<file path="src/rtl/psr_pkg.sv">
package psr_pkg;
  localparam int unsigned WORD_W = 8;
  localparam int unsigned SEL_W  = $clog2(WORD_W);
  localparam int unsigned ALU_W  = 5;
  // bit positions in the status byte
  localparam int unsigned B_IE = 7;
  localparam int unsigned B_TB = 6;
  localparam int unsigned B_HC = 5;
  localparam int unsigned B_SG = 4;
  localparam int unsigned B_OV = 3;
  localparam int unsigned B_NG = 2;
  localparam int unsigned B_ZR = 1;
  localparam int unsigned B_CY = 0;
  // positions in the ALU update vector
  localparam int unsigned A_HC = 4;
  localparam int unsigned A_OV = 3;
  localparam int unsigned A_NG = 2;
  localparam int unsigned A_ZR = 1;
  localparam int unsigned A_CY = 0;
endpackage

</file>
<file path="src/rtl/psr_bit_xfer.sv">
module psr_bit_xfer
  import psr_pkg::*;
(
  input  logic              clk_i,
  input  logic              rst_ni,
  input  logic [WORD_W-1:0] op_i,
  input  logic [SEL_W-1:0]  sel_i,
  input  logic              t_i,
  output logic              pick_o,
  output logic [WORD_W-1:0] ins_o
);
  assign pick_o = op_i[sel_i];

  always_comb begin
    ins_o = op_i;
    for (int i = 0; i < WORD_W; i++) begin
      if (sel_i == SEL_W'(i)) ins_o[i] = t_i;
    end
  end

  // inserted bit is T, other bits pass through
  a_r7_bld_insert: assert property (@(posedge clk_i) disable iff (!rst_ni)
    (ins_o[sel_i] == t_i) && ((ins_o ^ op_i) & ~(WORD_W'(1) << sel_i)) == '0);
endmodule

</file>
<file path="src/rtl/psr_flag_core.sv">
module psr_flag_core
  import psr_pkg::*;
(
  input  logic              clk_i,
  input  logic              rst_ni,
  input  logic              io_hit_i,
  input  logic [WORD_W-1:0] io_wdata_i,
  input  logic [ALU_W-1:0]  alu_we_i,
  input  logic [ALU_W-1:0]  alu_flags_i,
  input  logic              bst_i,
  input  logic              bst_bit_i,
  input  logic              irq_ack_i,
  input  logic              reti_i,
  output logic [WORD_W-1:0] status_o
);
  logic ie_q, tb_q;
  logic [ALU_W-1:0] fl_q;

  // stored flag order inside fl_q matches the ALU vector
  localparam int unsigned MAP [ALU_W] = '{B_CY, B_ZR, B_NG, B_OV, B_HC};

  always_ff @(posedge clk_i or negedge rst_ni) begin
    if (!rst_ni) begin
      ie_q <= 1'b0;
      tb_q <= 1'b0;
    end else begin
      if (irq_ack_i)     ie_q <= 1'b0;
      else if (io_hit_i) ie_q <= io_wdata_i[B_IE];
      else if (reti_i)   ie_q <= 1'b1;
      if (io_hit_i)      tb_q <= io_wdata_i[B_TB];
      else if (bst_i)    tb_q <= bst_bit_i;
    end
  end

  for (genvar g = 0; g < ALU_W; g++) begin : g_flag
    always_ff @(posedge clk_i or negedge rst_ni) begin
      if (!rst_ni)           fl_q[g] <= 1'b0;
      else if (io_hit_i)     fl_q[g] <= io_wdata_i[MAP[g]];
      else if (alu_we_i[g])  fl_q[g] <= alu_flags_i[g];
    end
  end

  always_comb begin
    status_o       = '0;
    status_o[B_IE] = ie_q;
    status_o[B_TB] = tb_q;
    status_o[B_HC] = fl_q[A_HC];
    status_o[B_OV] = fl_q[A_OV];
    status_o[B_NG] = fl_q[A_NG];
    status_o[B_ZR] = fl_q[A_ZR];
    status_o[B_CY] = fl_q[A_CY];
    status_o[B_SG] = fl_q[A_NG] ^ fl_q[A_OV];
  end

  a_r9_ack_clears: assert property (@(posedge clk_i) disable iff (!rst_ni)
    irq_ack_i |=> !status_o[B_IE]);
  a_r8_reti_sets: assert property (@(posedge clk_i) disable iff (!rst_ni)
    (reti_i && !irq_ack_i && !io_hit_i) |=> status_o[B_IE]);
  a_r4_carry_masked: assert property (@(posedge clk_i) disable iff (!rst_ni)
    (!io_hit_i && !alu_we_i[A_CY]) |=> $stable(status_o[B_CY]));
  a_r5_io_wins: assert property (@(posedge clk_i) disable iff (!rst_ni)
    io_hit_i |=> status_o[B_ZR] == $past(io_wdata_i[B_ZR]));
  a_r6_bst_copy: assert property (@(posedge clk_i) disable iff (!rst_ni)
    (bst_i && !io_hit_i) |=> status_o[B_TB] == $past(bst_bit_i));
endmodule

</file>
<file path="src/rtl/status_flag_reg.sv">
module status_flag_reg
  import psr_pkg::*;
#(
  parameter int unsigned IO_ADDR_W = 6,
  parameter logic [IO_ADDR_W-1:0] REG_ADDR = 6'h3F
) (
  input  logic                 clk_i,
  input  logic                 rst_ni,
  input  logic [IO_ADDR_W-1:0] io_addr_i,
  input  logic                 io_we_i,
  input  logic [WORD_W-1:0]    io_wdata_i,
  output logic [WORD_W-1:0]    io_rdata_o,
  input  logic [ALU_W-1:0]     alu_we_i,
  input  logic [ALU_W-1:0]     alu_flags_i,
  input  logic                 bst_i,
  input  logic [WORD_W-1:0]    xfer_op_i,
  input  logic [SEL_W-1:0]     xfer_sel_i,
  output logic [WORD_W-1:0]    bld_data_o,
  input  logic                 irq_ack_i,
  input  logic                 reti_i,
  output logic [WORD_W-1:0]    status_o,
  output logic                 irq_en_o
);
  logic addr_hit, io_hit, pick;

  assign addr_hit = (io_addr_i == REG_ADDR);
  assign io_hit   = io_we_i && addr_hit;

  psr_bit_xfer u_xfer (
    .clk_i  (clk_i),
    .rst_ni (rst_ni),
    .op_i   (xfer_op_i),
    .sel_i  (xfer_sel_i),
    .t_i    (status_o[B_TB]),
    .pick_o (pick),
    .ins_o  (bld_data_o)
  );

  psr_flag_core u_core (
    .clk_i       (clk_i),
    .rst_ni      (rst_ni),
    .io_hit_i    (io_hit),
    .io_wdata_i  (io_wdata_i),
    .alu_we_i    (alu_we_i),
    .alu_flags_i (alu_flags_i),
    .bst_i       (bst_i),
    .bst_bit_i   (pick),
    .irq_ack_i   (irq_ack_i),
    .reti_i      (reti_i),
    .status_o    (status_o)
  );

  assign io_rdata_o = addr_hit ? status_o : '0;
  assign irq_en_o   = status_o[B_IE];

  a_r3_sign_read: assert property (@(posedge clk_i) disable iff (!rst_ni)
    addr_hit |-> io_rdata_o[B_SG] == (io_rdata_o[B_NG] ^ io_rdata_o[B_OV]));
  a_r2_miss_reads_zero: assert property (@(posedge clk_i) disable iff (!rst_ni)
    !addr_hit |-> io_rdata_o == '0);
endmodule

</file>
<file path="config.mk">
export PLATFORM = sky130hd
export DESIGN_NAME = status_flag_reg
export DESIGN_NICKNAME = d
export VERILOG_FILES = /design/src/rtl/psr_pkg.sv /design/src/rtl/psr_bit_xfer.sv /design/src/rtl/psr_flag_core.sv /design/src/rtl/status_flag_reg.sv
export SDC_FILE = /design/constraint.sdc
export NUM_CORES = 1
export LEC_CHECK = 0
export ABC_CLOCK_PERIOD_IN_PS = 1700
export BUFFER_PORTS_ARGS = -buffer_cell sky130_fd_sc_hd__buf_2
export CAP_MARGIN = 20
export CORE_MARGIN = 3
export CORE_UTILIZATION = 37
export CTS_CLUSTER_DIAMETER = 80
export DETAILED_ROUTE_END_ITERATION = 12
export GPL_TIMING_DRIVEN = 0
export PLACE_DENSITY_LB_ADDON = 0.12
export SYNTH_ARGS = -nofsm -noshare
export SYNTH_HDL_FRONTEND = slang
export SYNTH_HIERARCHICAL = 1
export SYNTH_SLANG_ARGS = --single-unit
</file>
<file path="constraint.sdc">
create_clock -name clk_i -period 1.7 [get_ports clk_i]
set_input_delay 0.425 -clock clk_i [delete_from_list [all_inputs] [get_ports clk_i]]
set_output_delay 0.425 -clock clk_i [all_outputs]
set_load 0.1 [all_outputs]
</file>
==> metrics.md, run 1 <==
| Metric | Value |
|---|---|
| Max Root-Sink Buffers | `2` |
| Die area | `between 2000 and 3000 um2` |
| Post-DP HPWL | `approximately 1700 um` |
| Initial antenna violation count | `0` |
| Yosys cell types | `25` |
| Gr ovfl total | `0` |
| Initial Util | `0.412` |
| Avg Inst Size Synth | `8.83 um2` |
| Finish-stage setup viols | `9` |
| Hold slack | `327 ps` |
| Max Cap Viol | `0` |
| Pwr/cell area | `680 nW/um2` |
| Synthesis-stage register bit count | `7` |
| Worst-case reg-to-reg path depth | `3` |
| Initial drt markers | `39` |
| Clock Latency Late Sink | `~250 ps` |
| Tightest Hold Check Type | `in -> reg` |
| Crit path cell chain | `xor2_4 -> nand3_2 -> nor2_4 -> buf_12` |
| Startpoint types | `register` |
| Global-route wire length before repair | `approximately 4300 um` |
| Setup Skew | `0 ps` |
| Reg2reg end | `u_core/status_o[2]$_DFFE_PN0P_` |
| RSZ-0062 raised after global routing | `true` |
| Arrival @ worst endpoint | `around 1400 ps` |
| Final setup TNS | `-515 ps` |
| Nets | `198` |
| Hold path startpoint | `irq_ack_i` |
| Syn. warnings | `6` |
| Power Total | `1.08 mW` |
| Largest net degree at the start of global routing | `14` |
| Number of flops mapped to enable cells by yosys | `0` |
| Largest cells by area after synthesis | `dfrtp_1 24%, mux2i_1 12%, mux2_2 7.6%, nand3_1 6.1%, mux2_4 6.1%` |
| Buf/Inv on CP | `1` |
| RD Place Congestion | `roughly 0.74` |
| Worst Hold Endpoint | `u_core/ie_q$_DFFE_PN0P_` |
| R2r setup slk | `640 ps` |
| Antenna cells | `0` |
| CP peak stage delay | `510 ps` |
| Slew of the pin with the lowest slew margin | `502 ps` |
| Asr flop ratio synth | `1.00` |
| Reg2Reg Launch Point | `u_core/status_o[2]$_DFFE_PN0P_` |
| CP Data Required Time | `~1300 ps` |
| TritonRoute pass-1 iters | `4` |
| Clock Pin Slew Worst Setup and Hold Paths | `about 60 ps` |
| Vias per cell | `about 5.6` |
| CP Capture Type | `output port` |
| Crit Path Class | `reg -> out` |
| CP max-delay cell | `dfrtp_4` |
| Per-cell routed wire length | `approximately 19 um` |
| Total track usage | `0.222` |
| TritonCTS clock tree | `yes` |
| Post-synth net total | `~130` |
| H-tree Lvls | `1` |
| Vias in the first global route | `approximately 890` |
| Register area share after synthesis | `0.236` |
| Outcome | `finished, violations left` |
| Worst hold stages | `2` |
| Share of layout cells above drive strength 1 | `0.737` |
| Mapped Area | `approximately 740 um2` |
| Synth Instances | `between 80 and 90` |
| Post-route core utilization | `0.877` |
| Core ar. | `approximately 1800 um2` |
| Worst vdd ir | `approximately 0.00056 V` |
| CTS Sinks | `7` |
| Die X | `between 50 and 60 um` |
| Chip height | `about 51 um` |
| Yosys top cell area share | `0.236` |
| Relative slew slack | `0.668` |
| I/O pins | `66` |
| Row count | `15` |
| Via count | `approximately 1.0k` |
| Period utilisation layout | `1.08` |
| Leak Pwr | `0.724 nW` |
| Pre-CTS setup slack | `-316 ps` |
| Failing checks | `negative setup slack` |
| Dominant synthesized flop cell | `dfrtp_1` |
| Min cycle time layout | `1840 ps` |
| Antenna-violating nets left | `0` |
| Total CTS buffers | `3` |
| I/O Buffers | `a little over 60` |
| Crit path max-delay family | `flip-flops` |
| Area growth syn-to-layout | `113%` |
| Final slew viol count | `0` |
| Synth area leader | `dfrtp_1` |
| Root Buffer | `clkbuf_4` |
| Setup WS post-layout | `-142 ps` |
| Fmax | `approximately 540 MHz` |
| Worst-path fanout max | `3` |
| Fin. Hold Viols | `0` |
| DRC Markers | `0` |
| WL final | `approximately 3500 um` |
## cell families (layout without fill, tap and decap cells)
| kind of cell | after synthesis | in the layout | synth area share |
|---|---|---|---|
| XOR/XNOR | 1 | 1 | 0.0118 |
| buffers and inverters | 9 | 81 | 0.0995 |
| AO/OA/AOI/OAI | 9 | 9 | 0.0691 |
| multiplexers | 17 | 17 | 0.258 |
| AND/OR/NAND/NOR | 41 | 41 | 0.325 |
| flip-flops | 7 | 7 | 0.236 |
## cell usage in the layout, fill, tap and decap left out, types with 4 or more instances in the layout
cell type	Yosys	layout
buf_12	0	12
buf_2	2	43
buf_4	4	10
buf_6	3	6
clkbuf_4	0	4
dfrtp_4	0	5
mux2_4	3	8
mux2i_1	9	9
nand2_1	8	6
nand3_1	9	5
nand3_2	1	5
nor2_4	0	10
o21ai_0	6	6
## worst max-delay path by stage
stage                                   startpoint  cells past startpoint  slack [ps]             to
floorplan           u_core/status_o[2]$_DFFE_PN0P_                      3        -700  io_rdata_o[4]
global placement                     xfer_sel_i[1]                      5        -280  bld_data_o[4]
detailed placement                   xfer_sel_i[0]                      5        -320  bld_data_o[0]
CTS                 u_core/status_o[2]$_DFFE_PN0P_                      4         -90  io_rdata_o[4]
global route        u_core/status_o[2]$_DFFE_PN0P_                      4        -180  io_rdata_o[4]
finish              u_core/status_o[2]$_DFFE_PN0P_                      4        -140  io_rdata_o[4]
## layer usage
metal | global-route usage | vias up | share of wire
met5 | 0 | - | 0
met4 | 0.0987 | 0 | 0.041
met3 | 0.0326 | 14 | 0.061
met2 | 0.359 | 62 | 0.50
met1 | 0.290 | 494 | 0.40
li1 | - | 441 | -
## through the flow
step	area (um2)	cells
2_1_floorplan	875	84
3_3_place_gp	1220	171
3_5_place_dp	1220	171
4_1_cts	1470	179
5_1_grt	1580	181
6_report	1580	181
## where the power goes
| group | internal, mW | switching [mW] |
|---|---|---|
| sequential | 0.194 | 0.0262 |
| clock | 0.0897 | 0.0621 |
| combinational | 0.224 | 0.479 |
| total | 0.508 | 0.567 |
## final cells by class
cell class,count,area (um2)
flip-flops and latches,7,194
fillers,91,221
multi-input cells,68,664
well taps,25,31.3
repair buffers,69,573
plain buffers,8,91.3
clock buffers,4,26.3
## cells in the mapped netlist (2+ instances only)
library cell / n
mux2_2: 5
buf_6: 3
nor3_1: 4
buf_4: 4
nand3_1: 9
o21ai_0: 6
nand2_1: 8
buf_2: 2
mux2_4: 3
mux2i_1: 9
nor2_1: 11
dfrtp_1: 7
## flip-flops by register name, indices dropped and copies added, names as in the netlist
name,count
u_core/ie_q,1
u_core/status_o,5
u_core/tb_q,1
## what timing repair did
item / in CTS / in global routing
resized for setup: 53 / 24
pin swaps: 5 / 3
buffers inserted: 4 / 2
endpoints found under the hold margin: 7 / 0
gates cloned: 0 / 0
hold buffers: 1 / 0
setup endpoints to repair: 17 / 12
No activity file was read; power rests on OpenSTA's default activity.
==> inputs of run 2 (changes only) <==
- SETUP_SLACK_MARGIN: default -> 0.5
==> run 2 against run 1 <==
Against the previous run:
- the run now fails in clock tree synthesis (4_1_cts)
- synthesized area unchanged
- synthesized cell count is the same
==> metrics.md, run 2 <==
| Metric | Value |
|---|---|
| Post-DP HPWL | `1920 um (+14%)` |
| Postcts setup bufs | `8 (+4)` |
| Max Root-Sink Buffers | `2 (unchanged)` |
| Register area share after synthesis | `0.236 (unchanged)` |
| Chip height | `50.8 um (unchanged)` |
| Fail Step | `clock tree synthesis (4_1_cts)` |
| Avg Inst Size Synth | `8.83 um2 (unchanged)` |
| Total CTS buffers | `3 (unchanged)` |
| Synth area leader | `dfrtp_1` |
| Synthesis-stage register bit count | `7 (unchanged)` |
| Syn. warnings | `6 (unchanged)` |
| Number of flops mapped to enable cells by yosys | `0 (unchanged)` |
| H-tree Lvls | `1 (unchanged)` |
| Hold_buf cts | `1 (unchanged)` |
| I/O pins | `66 (unchanged)` |
| Yosys cell types | `25 (unchanged)` |
| Post-synth top cells | `11 x nor2_1, 9 x mux2i_1, 9 x nand3_1, 8 x nand2_1, 7 x dfrtp_1` |
| RD Place Congestion | `0.742 (+0.20%)` |
| Most common cell in the netlist | `nor2_1` |
| Outcome | `stopped before the end` |
| CTS Sinks | `7 (unchanged)` |
| # resized after CTS | `123 (+130%)` |
| Post-synth net total | `125 (unchanged)` |
| Initial Util | `0.412 (unchanged)` |
| I/O Buffers | `62 (unchanged)` |
| Synth Instances | `84 (unchanged)` |
| Largest cells by area after synthesis | `dfrtp_1 24%, mux2i_1 12%, mux2_2 7.6%, nand3_1 6.1%, mux2_4 6.1%` |
| Root Buffer | `clkbuf_4` |
| Mapped Area | `742 um2 (unchanged)` |
| Asr flop ratio synth | `1.00 (unchanged)` |
| Error | `[ERROR DPL-0038] Utilization greater than 100%, impossible to legalize` |
| Row count | `15 (unchanged)` |
| Die X | `50.8 um (unchanged)` |
| Dominant synthesized flop cell | `dfrtp_1` |
| Yosys top cell area share | `0.236 (unchanged)` |
-- run 2: cell counts after synthesis --
Identical to the previous run, type by type.
-- run 2: cell families after synthesis --
logic type,synth area share
flops,0.236
mux,0.258
buf+inv,0.0995
xor+xnor,0.0118
compound gates,0.0691
simple gates,0.325
-- run 2: metrics by stage --
| step | std cells | worst slack (ps) | hold WS [ps] | area [um2] |
|---|---|---|---|---|
| detailed placement | 171 | -266 | 264 | 1330 |
| global placement | 171 | -222 | 263 | 1330 |
| floorplan | 84 | -704 | 129 | 990 |
==> inputs of run 3 (changes only) <==
- CORE_AREA: default -> 3 3 64 66
- CORE_MARGIN: 3 -> default
- CORE_UTILIZATION: 37 -> default
- CTS_CLUSTER_DIAMETER: 80 -> default
- DIE_AREA: default -> 0 0 67 69
- PLACE_DENSITY_LB_ADDON: 0.12 -> 0.15
- SETUP_SLACK_MARGIN: 0.5 -> default
==> run 3 against run 2 <==
Against the previous run:
- the flow now finishes, with violations (negative setup slack)
==> metrics.md, run 3 (synthesis gave the netlist of run 1 again) <==
| Metric | Value |
|---|---|
| Outcome | `finished, violations left` |
| Failing checks | `negative setup slack` |
| Most frequent cells in the layout | `45 x buf_2, 13 x buf_12, 12 x buf_4, 10 x nor2_4, 9 x mux2i_1` |
| Worst-path fanout max | `5` |
| Worst vdd ir | `~0.00036 V` |
| Initial antenna violation count | `0` |
| Period utilisation layout | `1.05` |
| Total track usage | `0.108` |
| Chip height | `69 um (+36%)` |
| Max Cap Viol | `0` |
| I/O Buffers | `62 (unchanged)` |
| DRC Markers | `0` |
| Post-DP HPWL | `1790 um (-6.5%)` |
| Share of layout cells above drive strength 1 | `0.752` |
| Clock Pin Slew Worst Setup and Hold Paths | `40 ps` |
| Min cycle time layout | `about 1800 ps` |
| Slew of the pin with the lowest slew margin | `494 ps` |
| Relative slew slack | `0.673` |
| Filler instances | `360` |
| Antenna cells | `0` |
| Hold_buf cts | `0 (-1)` |
| CP max-delay cell | `mux2_4` |
| RD Place Congestion | `0.718 (-3.2%)` |
| Pre-CTS setup slack | `-300 ps (-33.3 ps)` |
| Row count | `22 (+7)` |
| Crit path cell chain | `buf_12 -> buf_8 -> nor3_4 -> mux2_4 -> buf_12` |
| Die X | `67 um (+32%)` |
| Critical Path Most Common Cell | `buf_12` |
| Per-cell routed wire length | `12.3 um` |
| Final slew viol count | `0` |
| Initial Util | `0.204 (-0.208)` |
| Max FFs per register | `5` |
| Power Total | `1.14 mW` |
| Startpoint types | `input port` |
| RSZ-0062 raised after global routing | `true` |
| Leak Pwr | `roughly 0.75 nW` |
| Fmax | `about 560 MHz` |
| CP peak stage delay | `around 330 ps` |
| Via count | `roughly 880` |
| Fin. Hold Viols | `0` |
| Clock Latency Late Sink | `220 ps` |
| Setup WS post-layout | `-83.6 ps` |
| Vias in the first global route | `around 920` |
| Tightest Hold Check Type | `in -> async` |
| Area growth syn-to-layout | `123%` |
| TritonCTS clock tree | `yes` |
| Antenna-violating nets left | `0` |
| CP Capture Type | `output port` |
| CTS Sinks | `7 (unchanged)` |
| WL final | `approximately 2500 um` |
| Most common cell after layout, fill and taps aside | `buf_2` |
| Arrival @ worst endpoint | `between 1000 and 1500 ps` |
| Setup Skew | `0 ps` |
| CP Data Required Time | `1270 ps` |
| Vias per cell | `~4.3` |
| H-tree Lvls | `1 (unchanged)` |
| Hold slack | `24.7 ps` |
| Die area | `around 4600 um2` |
| Gr ovfl total | `0` |
| TritonRoute pass-1 iters | `2` |
| Root Buffer | `clkbuf_8` |
| Initial drt markers | `31` |
| Reg area | `194 um2` |
| Global-route wire length before repair | `approximately 4000 um` |
| Max Root-Sink Buffers | `2 (unchanged)` |
| Crit Path Class | `in -> out` |
| Finish-stage setup viols | `8` |
| Total CTS buffers | `3 (unchanged)` |
| Core ar. | `approximately 3600 um2` |
| Pwr/cell area | `just under 700 nW/um2` |
| I/O pins | `66 (unchanged)` |
| Largest net degree at the start of global routing | `14` |
| Nets | `199` |
| Multi-input gate area | `672 um2` |
[run 3: critical path, delay by kind of cell]
family | cells | cell delay (ps)
buffers and inverters | 3 | 410
multiplexers | 1 | 330
AND/OR/NAND/NOR | 1 | 190
[run 3: stage by stage]
step	instances	setup TNS, ps	utilization	instance area (um2)
final	205	-295	0.456	1660
after detailed placement	194	-3080	0.343	1240
after CTS	202	-243	0.428	1560
after global routing	205	-490	0.456	1660
after floorplan	84	-789	-	875
after global placement	194	-2910	0.343	1240
[run 3: report_power, final]
group / leakage [nW] / total (mW) / switching, mW / internal [mW]
Clock: 0.0228 / 0.230 / 0.0681 / 0.162
Sequential: 0.0776 / 0.218 / 0.0231 / 0.195
Combinational: 0.650 / 0.697 / 0.461 / 0.235
Total: 0.751 / 1.14 / 0.553 / 0.592
[run 3: metal layers]
| layer | part of all wire | global-route usage | up-vias |
|---|---|---|---|
| li1 | - | - | 445 |
| met1 | 0.38 | 0.131 | 407 |
| met2 | 0.56 | 0.188 | 27 |
| met3 | 0.059 | 0.0130 | 2 |
| met4 | 0.0036 | 0.0405 | 0 |
| met5 | 0 | 0 | - |
[run 3: final timing paths]
check	to	from	slack [ps]	cells after the start
worst max-delay path	bld_data_o[0]	xfer_sel_i[2]	-80	5
worst max register to register	u_core/status_o[2]$_DFFE_PN0P_	u_core/status_o[2]$_DFFE_PN0P_	720	3
worst min-delay path	u_core/status_o[1]$_DFFE_PN0P_	rst_ni	20	1
max in group asynchronous	u_core/status_o[0]$_DFFE_PN0P_	rst_ni	1500	1
min in group clk_i	u_core/ie_q$_DFFE_PN0P_	irq_ack_i	360	2
worst min register to register	u_core/tb_q$_DFFE_PN0P_	u_core/tb_q$_DFFE_PN0P_	580	2
[run 3: cell type report]
| class | instances | area share |
|---|---|---|
| Buffer | 8 | 0.0521 |
| Tap cell | 48 | 0.0363 |
| Sequential cell | 7 | 0.117 |
| Clock buffer | 4 | 0.0272 |
| Timing Repair Buffer | 70 | 0.362 |
| Multi-Input combinational cell | 68 | 0.406 |
[run 3: timing repair]
item                                   4_1_cts  5_1_grt
buffers inserted                             3        3
setup endpoints to repair                   17        8
gates resized for setup                     59       15
endpoints found under the hold margin        0        0
pin swaps                                    4        3
gates cloned                                 2        0
==> inputs of run 4 (changes only) <==
- ABC_CLOCK_PERIOD_IN_PS: 1700 -> 1500
- clock period: 1.7 -> 1.5 ns (I/O delays scaled with it)
==> run 4 against run 3 <==
Against the previous run:
- the flow still finishes with violations (negative setup slack)
- register-to-register slack lost 210 ps
- power up 19%
- core utilization rose by 3.3 points
- sequential cell count did not move
- count of clock-buffer cells in the layout is the same
- via count did not move
- clock power grew 15%
- hold slack better by 290 ps
- cell area is 7.3% higher
- critical endpoint is now status_o[4]
==> metrics.md, run 4 (synthesis gave the netlist of run 1 again) <==
| Metric | Value |
|---|---|
| Post-route core utilization | `0.489 (+0.0334)` |
| Crit path max-delay family | `flip-flops` |
| Worst hold stages | `2` |
| CP peak stage delay | `500 ps (+170 ps)` |
| RSZ-0062 raised after global routing | `true` |
| Post-DP HPWL | `1910 um (+6.7%)` |
| Outcome | `finished, violations left` |
| Pwr/cell area | `769 nW/um2 (+11%)` |
| Initial drt markers | `9 (-71%)` |
| Worst Hold Endpoint | `u_core/ie_q$_DFFE_PN0P_` |
| Global-route wire length before repair | `4170 um (+3.4%)` |
| Placed insts | `194 (unchanged)` |
| Fmax | `roughly 590 MHz` |
| RD Place Congestion | `0.654 (-8.9%)` |
| WL final | `2650 um (+5.2%)` |
| Fin. Hold Viols | `0 (unchanged)` |
| TritonCTS clock tree | `yes` |
| Antenna-violating nets left | `0 (unchanged)` |
| R2r setup slk | `510 ps (-210 ps)` |
| Multi-input gate area | `677 um2 (+0.74%)` |
| Max Root-Sink Buffers | `2 (unchanged)` |
| Antenna cells | `0 (unchanged)` |
| Buf/Inv on CP | `3 (unchanged)` |
| Chip height | `69 um (unchanged)` |
| Die area | `4620 um2 (unchanged)` |
| Failing checks | `negative setup slack` |
| Setup WS post-layout | `-186 ps (-102 ps)` |
| Filler instances | `344 (-4.4%)` |
| Crit Path Class | `reg -> out` |
| Final setup TNS | `-1430 ps (-1130 ps)` |
| Reg2reg end | `u_core/status_o[2]$_DFFE_PN0P_` |
| Leak Pwr | `0.783 nW (+4.3%)` |
| I/O Buffers | `62 (unchanged)` |
| CP Launch Point | `u_core/status_o[2]$_DFFE_PN0P_` |
| Row count | `22 (unchanged)` |
| Largest net degree at the start of global routing | `14 (unchanged)` |
| Final slew viol count | `0 (unchanged)` |
| Crit path cell chain | `xor2_4 -> buf_4 -> buf_6 -> buf_12` |
| Arrival @ worst endpoint | `1310 ps (-50 ps)` |
| Initial Util | `0.204 (unchanged)` |
| Vias in the first global route | `906 (-1.6%)` |
| Area growth syn-to-layout | `140%` |
| Worst-path fanout max | `2 (-3)` |
| Fin cells | `206 (+0.49%)` |
| TritonRoute pass-1 iters | `3 (+1)` |
| Tightest Hold Check Type | `in -> reg` |
| Most common cell after layout, fill and taps aside | `buf_2` |
| Reg area | `194 um2 (unchanged)` |
| DRC Markers | `0 (unchanged)` |
| Min cycle time layout | `roughly 1700 ps` |
| Period utilisation layout | `1.12` |
| Initial antenna violation count | `0 (unchanged)` |
| Hold path startpoint | `irq_ack_i` |
| Worst vdd ir | `0.000374 V (+5.1%)` |
| Nets | `200 (+0.50%)` |
| Slew of the pin with the lowest slew margin | `485 ps (-9.36 ps)` |
| Most frequent cells in the layout | `39 x buf_2, 21 x buf_12, 10 x buf_4, 10 x nor2_4, 9 x mux2i_1` |
| Finished Cell Area | `1780 um2 (+7.3%)` |
| H-tree Lvls | `1 (unchanged)` |
| Clock Latency Late Sink | `220 ps (about the same)` |
| Worst-case reg-to-reg path depth | `3 (unchanged)` |
| Core ar. | `3630 um2 (unchanged)` |
| Share of layout cells above drive strength 1 | `0.753 (+0.00157)` |
| Finish-stage setup viols | `11 (+3)` |
| Die X | `67 um (unchanged)` |
| Startpoint types | `register` |
| Reg2Reg Launch Point | `u_core/status_o[2]$_DFFE_PN0P_` |
| Pre-CTS setup slack | `-329 ps (-29.5 ps)` |
| Max Cap Viol | `0 (unchanged)` |
| Hold slack | `310 ps (+285 ps)` |
| I/O pins | `66 (unchanged)` |
| Max FFs per register | `5 (unchanged)` |
| Root Buffer | `clkbuf_8` |
| CP Data Required Time | `1120 ps (-150 ps)` |
| Post-DP Area | `1300 um2 (+4.5%)` |
| Per-cell routed wire length | `12.9 um (+4.6%)` |
| Via count | `881 (unchanged)` |
| Relative slew slack | `0.679 (+0.00619)` |
| Setup Skew | `0 ps (unchanged)` |
| Clock Pin Slew Worst Setup and Hold Paths | `40 ps (about the same)` |
| CP Capture Type | `output port` |
| Vias per cell | `4.28 (-0.49%)` |
| Gr ovfl total | `0 (unchanged)` |
| CTS Sinks | `7 (unchanged)` |
| Total track usage | `0.116 (+0.00803)` |
| Power Total | `1.37 mW (+19%)` |
| CP max-delay cell | `dfrtp_4` |
| Total CTS buffers | `3 (unchanged)` |
-- run 4: cell types whose count changed in the layout (fill, tap and decap cells not counted), sizes merged --
cell         change
dlygate4sd3      +1
-- run 4: worst reg2reg max path, delay by kind of cell, from the launching register on --
family          cells  cell delay, ps
flops               1             500
buf+inv             1             160
mux                 1             120
compound gates      1              90
-- run 4: how the worst max path moves through the flow --
stage	to	slack, ps	cells after the start
after detailed placement	bld_data_o[1]	-330	5
final	status_o[4]	-190	4
after floorplan	io_rdata_o[4]	-850	3
after global placement	bld_data_o[4]	-330	5
after global routing	io_rdata_o[4]	-220	4
after CTS	io_rdata_o[4]	-190	4
-- run 4: final cells by class --
type	count	area share
Clock buffer	4	0.0253
Timing Repair Buffer	71	0.391
Buffer	8	0.0598
Multi-Input combinational cell	68	0.381
Tap cell	48	0.0338
Sequential cell	7	0.109
-- run 4: layer usage --
layer | global-route usage | vias to the layer above | routed length [um]
met5 | 0 | - | 0
met4 | 0.0338 | 0 | 9
met3 | 0.0277 | 2 | 213
met2 | 0.184 | 34 | 1380
met1 | 0.153 | 398 | 1050
li1 | - | 447 | -
-- run 4: timing repair --
action | 4_1_cts | 5_1_grt
pin swaps | 8 | 4
setup buffers | 3 | 4
hold endpoints to repair | 7 | 0
gates resized for setup | 82 | 16
cloned | 2 | 0
hold buffers | 1 | 0
endpoints found under the setup margin | 22 | 17
-- run 4: power by group --
group          internal [mW]  switching (mW)  leakage [nW]
Clock                  0.184          0.0810        0.0228
Combinational          0.322           0.533         0.683
Sequential             0.220          0.0268        0.0776
Total                  0.726           0.641         0.783
